**config.mk**
```make
export PLATFORM = sky130hd
export DESIGN_NAME = sram_async_ctrl
export DESIGN_NICKNAME = d
export VERILOG_FILES = /design/src/rtl/sram_ctrl_pkg.sv /design/src/rtl/sram_phase_timer.sv /design/src/rtl/sram_rd_capture.sv /design/src/rtl/sram_async_ctrl.sv
export SDC_FILE = /design/constraint.sdc
export NUM_CORES = 1
export LEC_CHECK = 0
export ABC_AREA = 1
export BUFFER_PORTS_ARGS = -buffer_cell sky130_fd_sc_hd__buf_4
export CORE_MARGIN = 3
export CORE_UTILIZATION = 45
export DETAILED_ROUTE_END_ITERATION = 16
export PLACE_DENSITY_LB_ADDON = 0.12
export REMOVE_ABC_BUFFERS = 1
export SKIP_LAST_GASP = 1
export SLEW_MARGIN = 20
export SYNTH_ARGS = -nofsm -noshare
export SYNTH_HDL_FRONTEND = slang
export SYNTH_HIERARCHICAL = 1
export SYNTH_SLANG_ARGS = --single-unit
```
**constraint.sdc**
```tcl
create_clock -name clk -period 1.75 [get_ports clk]
set_input_delay 0 -clock clk [delete_from_list [all_inputs] [get_ports clk]]
set_output_delay 0 -clock clk [all_outputs]
set_load 0.01 [all_outputs]
```
**src/rtl/sram_ctrl_pkg.sv**
```systemverilog
`timescale 1ns/1ps
package sram_ctrl_pkg;

    typedef enum logic [2:0] {
        ST_IDLE,
        ST_READ,
        ST_WSET,
        ST_WDAT,
        ST_WREC,
        ST_DONE
    } phase_e;

    // Whole clock cycles covering a nanosecond minimum, never fewer than one.
    function automatic int ns_to_cyc(input int ns, input int period_ns);
        int c;
        c = (ns + period_ns - 1) / period_ns;
        if (c < 1) c = 1;
        return c;
    endfunction

    function automatic int max2(input int a, input int b);
        return (a > b) ? a : b;
    endfunction

endpackage

```
**src/rtl/sram_phase_timer.sv**
```systemverilog
`timescale 1ns/1ps
module sram_phase_timer #(
    parameter int CNT_W = 3
) (
    input  logic             clk,
    input  logic             rst_n,
    input  logic             load_i,
    input  logic [CNT_W-1:0] val_i,
    output logic             last_o
);

    logic [CNT_W-1:0] cnt_q;

    always_ff @(posedge clk or negedge rst_n) begin
        if (!rst_n) begin
            cnt_q <= '0;
        end else if (load_i) begin
            cnt_q <= val_i;
        end else if (cnt_q != '0) begin
            cnt_q <= cnt_q - 1'b1;
        end
    end

    assign last_o = (cnt_q == '0);

endmodule

```
**src/rtl/sram_rd_capture.sv**
```systemverilog
`timescale 1ns/1ps
module sram_rd_capture #(
    parameter int DATA_W = 8
) (
    input  logic              clk,
    input  logic              rst_n,
    input  logic              en_i,
    input  logic [DATA_W-1:0] d_i,
    output logic [DATA_W-1:0] q_o
);

    logic [DATA_W-1:0] q_q;

    always_ff @(posedge clk or negedge rst_n) begin
        if (!rst_n) begin
            q_q <= '0;
        end else if (en_i) begin
            q_q <= d_i;
        end
    end

    assign q_o = q_q;

endmodule

```
**src/rtl/sram_async_ctrl.sv**
```systemverilog
`timescale 1ns/1ps
module sram_async_ctrl
    import sram_ctrl_pkg::*;
#(
    parameter int ADDR_W        = 17,
    parameter int DATA_W        = 8,
    parameter int CLK_PERIOD_NS = 8,
    parameter int T_RC_NS       = 55,
    parameter int T_AA_NS       = 55,
    parameter int T_OE_NS       = 30,
    parameter int T_WC_NS       = 55,
    parameter int T_WP_NS       = 40,
    parameter int T_AW_NS       = 50,
    parameter int T_DW_NS       = 25,
    parameter int T_WHZ_NS      = 20,
    parameter int T_OHZ_NS      = 20
) (
    input  logic              clk,
    input  logic              rst_n,
    input  logic              req_i,
    input  logic              we_i,
    input  logic [ADDR_W-1:0] addr_i,
    input  logic [DATA_W-1:0] wdata_i,
    output logic              done_o,
    output logic [DATA_W-1:0] rdata_o,
    output logic [ADDR_W-1:0] mem_addr_o,
    output logic              mem_cs_n_o,
    output logic              mem_cs_o,
    output logic              mem_we_n_o,
    output logic              mem_oe_n_o,
    output logic [DATA_W-1:0] mem_dq_o,
    output logic              mem_dq_oe_o,
    input  logic [DATA_W-1:0] mem_dq_i
);

    // Cycle counts derived from the nanosecond minimums.
    localparam int N_RD   = max2(max2(ns_to_cyc(T_RC_NS, CLK_PERIOD_NS),
                                      ns_to_cyc(T_AA_NS, CLK_PERIOD_NS)),
                                 ns_to_cyc(T_OE_NS, CLK_PERIOD_NS));
    localparam int N_WSET = max2(ns_to_cyc(T_WHZ_NS, CLK_PERIOD_NS),
                                 ns_to_cyc(T_OHZ_NS, CLK_PERIOD_NS));
    localparam int N_WDAT = max2(max2(max2(ns_to_cyc(T_DW_NS, CLK_PERIOD_NS),
                                           ns_to_cyc(T_WP_NS, CLK_PERIOD_NS) - N_WSET),
                                      max2(ns_to_cyc(T_AW_NS, CLK_PERIOD_NS) - N_WSET,
                                           ns_to_cyc(T_WC_NS, CLK_PERIOD_NS) - N_WSET - 1)),
                                 1);
    localparam int N_MAX  = max2(max2(N_RD, N_WSET), N_WDAT);
    localparam int CNT_W  = $clog2(N_MAX + 1);

    localparam logic [CNT_W-1:0] LD_RD   = CNT_W'(N_RD - 1);
    localparam logic [CNT_W-1:0] LD_WSET = CNT_W'(N_WSET - 1);
    localparam logic [CNT_W-1:0] LD_WDAT = CNT_W'(N_WDAT - 1);

    typedef struct packed {
        phase_e            ph;
        logic [ADDR_W-1:0] addr;
        logic [DATA_W-1:0] wdata;
        logic              cs_n;
        logic              cs;
        logic              we_n;
        logic              oe_n;
        logic              drv;
        logic              done;
    } ctl_t;

    localparam ctl_t CTL_RST = '{
        ph:    ST_IDLE,
        addr:  '0,
        wdata: '0,
        cs_n:  1'b1,
        cs:    1'b0,
        we_n:  1'b1,
        oe_n:  1'b1,
        drv:   1'b0,
        done:  1'b0
    };

    ctl_t             ctl_d, ctl_q;
    logic             tmr_load;
    logic [CNT_W-1:0] tmr_val;
    logic             tmr_last;
    logic             cap_en;

    sram_phase_timer #(
        .CNT_W (CNT_W)
    ) i_timer (
        .clk    (clk),
        .rst_n  (rst_n),
        .load_i (tmr_load),
        .val_i  (tmr_val),
        .last_o (tmr_last)
    );

    sram_rd_capture #(
        .DATA_W (DATA_W)
    ) i_capture (
        .clk   (clk),
        .rst_n (rst_n),
        .en_i  (cap_en),
        .d_i   (mem_dq_i),
        .q_o   (rdata_o)
    );

    always_comb begin
        ctl_d      = ctl_q;
        ctl_d.done = 1'b0;
        tmr_load   = 1'b0;
        tmr_val    = '0;
        cap_en     = 1'b0;
        case (ctl_q.ph)
            ST_IDLE: begin
                if (req_i) begin
                    ctl_d.addr  = addr_i;
                    ctl_d.wdata = wdata_i;
                    ctl_d.cs_n  = 1'b0;
                    ctl_d.cs    = 1'b1;
                    tmr_load    = 1'b1;
                    if (we_i) begin
                        ctl_d.ph   = ST_WSET;
                        ctl_d.we_n = 1'b0;
                        tmr_val    = LD_WSET;
                    end else begin
                        ctl_d.ph   = ST_READ;
                        ctl_d.oe_n = 1'b0;
                        tmr_val    = LD_RD;
                    end
                end
            end
            ST_READ: begin
                if (tmr_last) begin
                    cap_en     = 1'b1;
                    ctl_d.ph   = ST_DONE;
                    ctl_d.oe_n = 1'b1;
                    ctl_d.cs_n = 1'b1;
                    ctl_d.cs   = 1'b0;
                    ctl_d.done = 1'b1;
                end
            end
            ST_WSET: begin
                // Memory has released the bus; start driving the write byte.
                if (tmr_last) begin
                    ctl_d.ph  = ST_WDAT;
                    ctl_d.drv = 1'b1;
                    tmr_load  = 1'b1;
                    tmr_val   = LD_WDAT;
                end
            end
            ST_WDAT: begin
                if (tmr_last) begin
                    ctl_d.ph   = ST_WREC;
                    ctl_d.we_n = 1'b1;
                end
            end
            ST_WREC: begin
                ctl_d.ph   = ST_DONE;
                ctl_d.drv  = 1'b0;
                ctl_d.cs_n = 1'b1;
                ctl_d.cs   = 1'b0;
                ctl_d.done = 1'b1;
            end
            ST_DONE: begin
                ctl_d.ph = ST_IDLE;
            end
            default: begin
                ctl_d = CTL_RST;
            end
        endcase
    end

    always_ff @(posedge clk or negedge rst_n) begin
        if (!rst_n) begin
            ctl_q <= CTL_RST;
        end else begin
            ctl_q <= ctl_d;
        end
    end

    assign done_o      = ctl_q.done;
    assign mem_addr_o  = ctl_q.addr;
    assign mem_cs_n_o  = ctl_q.cs_n;
    assign mem_cs_o    = ctl_q.cs;
    assign mem_we_n_o  = ctl_q.we_n;
    assign mem_oe_n_o  = ctl_q.oe_n;
    assign mem_dq_o    = ctl_q.wdata;
    assign mem_dq_oe_o = ctl_q.drv;

endmodule

```
==> flow_metrics.py <==
metrics = {
    "power_and_ir_drop": {
        "p_sw_frac": 0.4072,
        "combPwrFrac": 0.494,
        "power_density_nw_per_um2": 1692,
        "clkPwrFrac": 0.151,
        "leakage_uw": 0.001736,
        "p_int_uw": 3176,
        "ir_drop_v": 0.0006954,
        "p_switching_uw": 2182,
        "p_seq_frac": 0.356,
    },
    "placed_design": {
        "post_dp_cell_area_um2": 2690,
        "place_congestion": 0.8195,
        "portBuffers": 75,
        "hpwlAfterDp_mm": 3.252,
    },
    "yosys": {
        "netlist_instances": 276,
        "synth_seq_cells": 45,
        "syn_area_per_cell_um2": 8.251,
        "ys_warn_count": 6,
        "ys_types": 23,
        "syn_area_um2": 2277,
        "yosysSeqAreaShare": 0.4962,
    },
    "outcome": {
        "outcome": "completed",
    },
    "layout": {
        "area_delta_synth_final_pct": 39.07,
        "stdcell_area_um2": 3167,
        "drive_above_1_share": 0.3030,
        "fin_nets": 402,
        "num_antenna_cells": 0,
    },
    "routing": {
        "viasPerCell": 4.553,
        "wl_per_cell_um": 12.01,
        "wl_mm": 5.165,
        "drc": 0,
        "dr_total_vias": 1958,
        "drtPass1Iterations": 4,
        "drtAntennaViolNets": 0,
        "drt-initial-drc-count": 124,
    },
    "worst_setup_path": {
        "cp-start-kind": "flip-flop",
        "r2r_slack_ns": 0.19,
        "cp_data_required_time_ns": 1.99,
        "path_max_fanout": 9,
        "critPathCaptureType": "flip-flop",
        "critical_path_class": "flip-flop to flip-flop",
        "r2r_cells": 12,
        "worstPathArrival_ns": 1.79,
    },
    "floorplanning": {
        "fp-row-count": 25,
        "die_w_um": 77.14,
        "chipHeight_um": 77.14,
        "dieArea_um2": 5950,
        "fp.coreArea_um2": 4817,
        "ios": 76,
        "initial_utilization": 0.4727,
    },
    "sta": {
        "drv_slew": 0,
        "finalSetupViolCount": 0,
        "max-slew-margin-rel": 0.6313,
        "whs_ns": 0.1004,
        "hold_viol": 0,
        "finalCriticalPeriod_ns": 1.556,
        "worst_pin_slew_ns": 0.5531,
        "max_freq_ghz": 0.6428,
        "finClkSkew_ns": 0.005637,
        "fin_setup_tns_ns": 0,
        "rsz0062_at_grt": "false",
        "finalCritPeriodShare": 0.8889,
    },
    "clock_network": {
        "postCtsSetupRepairBufs": 0,
        "cts.sinks": 45,
        "clk_pin_slew_worst_paths_ns": 0.08,
        "cts_made_buffers": 5,
        "cts_buffer_depth": 2,
        "cts_tree": "done",
        "clock_latency_ns": 0.30,
        "htreeDepth": 2,
        "root_buffer": "clkbuf_8",
    },
    "global_routing": {
        "grt.overflow.total": 0,
        "grt_pass1_wl_mm": 8.866,
        "grt_start_max_net_pins": 46,
        "grt_pass1_vias": 1882,
        "antenna_found_initial": 0,
        "track_usage": 0.1852,
    },
    "worst_hold_path": {
        "holdPathStages": 3,
        "worstHoldPathType": "input port to flip-flop",
    },
    "job": {
        "drv_cap": 0,
    },
}
-- synth_stat cells, drive strengths merged --
library cell | count | area (um^2)
nand2 | 117 | 479.2
dfrtp | 42 | 1051
nand3 | 34 | 182.7
buf | 31 | 241.5
inv | 21 | 81.33
nor2 | 12 | 55.06
o21ai | 6 | 33.78
dfstp | 3 | 78.83
ha | 3 | 37.54
a21oi | 2 | 10.01
clkbuf | 2 | 7.510
nand4 | 2 | 12.51
o22ai | 1 | 6.260
-- per-stage QoR --
| stage | cells | setup slack [ns] | utilization | power [uW] |
|---|---|---|---|---|
| after global routing | 430 | 0.03032 | 0.6574 | 5844 |
| after global placement | 387 | 0.1166 | 0.5584 | 4458 |
| after CTS | 430 | 0.03734 | 0.6553 | 5390 |
| after detailed placement | 387 | 0.04832 | 0.5584 | 4500 |
| final | 430 | 0.1944 | 0.6574 | 5358 |
| after floorplan | 243 | 0.1510 | - | 3383 |
-- kinds of logic after synthesis --
group,after synthesis,synth area share
and+or+nand+nor,165,0.3203
buffers and inverters,54,0.1451
adders and majority gates,3,0.01649
DFF,45,0.4962
AOI/OAI and AO/OA,9,0.02198
-- per-layer routing --
layer  wire length (um)  track usage  vias up
met5                  0            0        -
met4                 66      0.05338        0
met3                340      0.05516        7
met2               2464       0.3057       56
met1               2293       0.2346      894
li1                   -            -     1001
-- cells in the final DEF, fill, tap and decap left out --
| cell type | Yosys | routed |
|---|---|---|
| a21oi_1 | 2 | 2 |
| buf_4 | 27 | 77 |
| bufinv_16 | 0 | 1 |
| clkbuf_1 | 2 | 1 |
| clkbuf_8 | 0 | 6 |
| dfrtp_1 | 42 | 42 |
| dfstp_2 | 3 | 3 |
| dlygate4sd3_1 | 0 | 35 |
| ha_1 | 3 | 3 |
| inv_1 | 16 | 16 |
| inv_2 | 4 | 4 |
| inv_4 | 1 | 1 |
| nand2_1 | 105 | 104 |
| nand2_2 | 10 | 10 |
| nand2_4 | 2 | 3 |
| nand3_1 | 33 | 33 |
| nand3_4 | 1 | 1 |
| nand4_1 | 2 | 2 |
| nor2_1 | 10 | 9 |
| nor2_2 | 1 | 2 |
| nor2_4 | 1 | 1 |
| o21ai_0 | 5 | 5 |
| o21ai_2 | 1 | 1 |
| o22ai_1 | 1 | 1 |
-- what timing repair did --
action,4_1_cts,5_1_grt
hold endpoints to repair,76,0
endpoints found under the setup margin,0,3
hold buffers,35,0
gates resized for setup,0,3
-- critical path, stage by stage, from the launching register on --
cell and delay (ns):
dfrtp_1 0.40, inv_1 0.09, ha_1 0.18, inv_1 0.06, nor2_2 0.12, inv_1 0.09
nor2_2 0.12, inv_1 0.08, nand2_4 0.10, nand2_1 0.06, o21ai_0 0.07, nand2_1 0.07
nand2_1 0.06
-- cell type report --
cell class	count	area, um^2
clock buffer	7	86.33
clock inverter	1	30.03
fill	428	1650
inverter	21	81.33
multi-input combinational	177	827.0
sequential	45	1130
tap	67	83.83
timing repair buffer	112	928.4
-- registers in the layout (all words and copies together), names as in the netlist --
register       cells
mem_we_n_o         1
i_capture/q_o      8
mem_dq_o           8
done_o             1
i_timer/cnt_q      3
mem_oe_n_o         1
mem_cs_n_o         1
ctl_q              3
mem_cs_o           1
mem_addr_o        17
mem_dq_oe_o        1
-- power groups by stage --
stage / combinational (uW) / clock [uW] / sequential (uW)
detailed placement: 2590 / 0 / 1910
global route: 3000 / 879 / 1970
finish: 2650 / 808 / 1900
global placement: 2540 / 0 / 1920
floorplan: 1310 / 0 / 2080
CTS: 2650 / 837 / 1900
-- worst paths after layout --
kind,startpoint,endpoint
setup / recovery,i_timer/cnt_q[0],i_timer/cnt_q[1]
hold / removal,req_i,mem_dq_o[3]
setup reg to reg,i_timer/cnt_q[0],i_timer/cnt_q[1]
hold reg to reg,mem_we_n_o,mem_we_n_o
max in group asynchronous,rst_n,mem_dq_o[7]
min in group asynchronous,rst_n,ctl_q[31]
No activity file was read; power rests on OpenSTA's default activity.
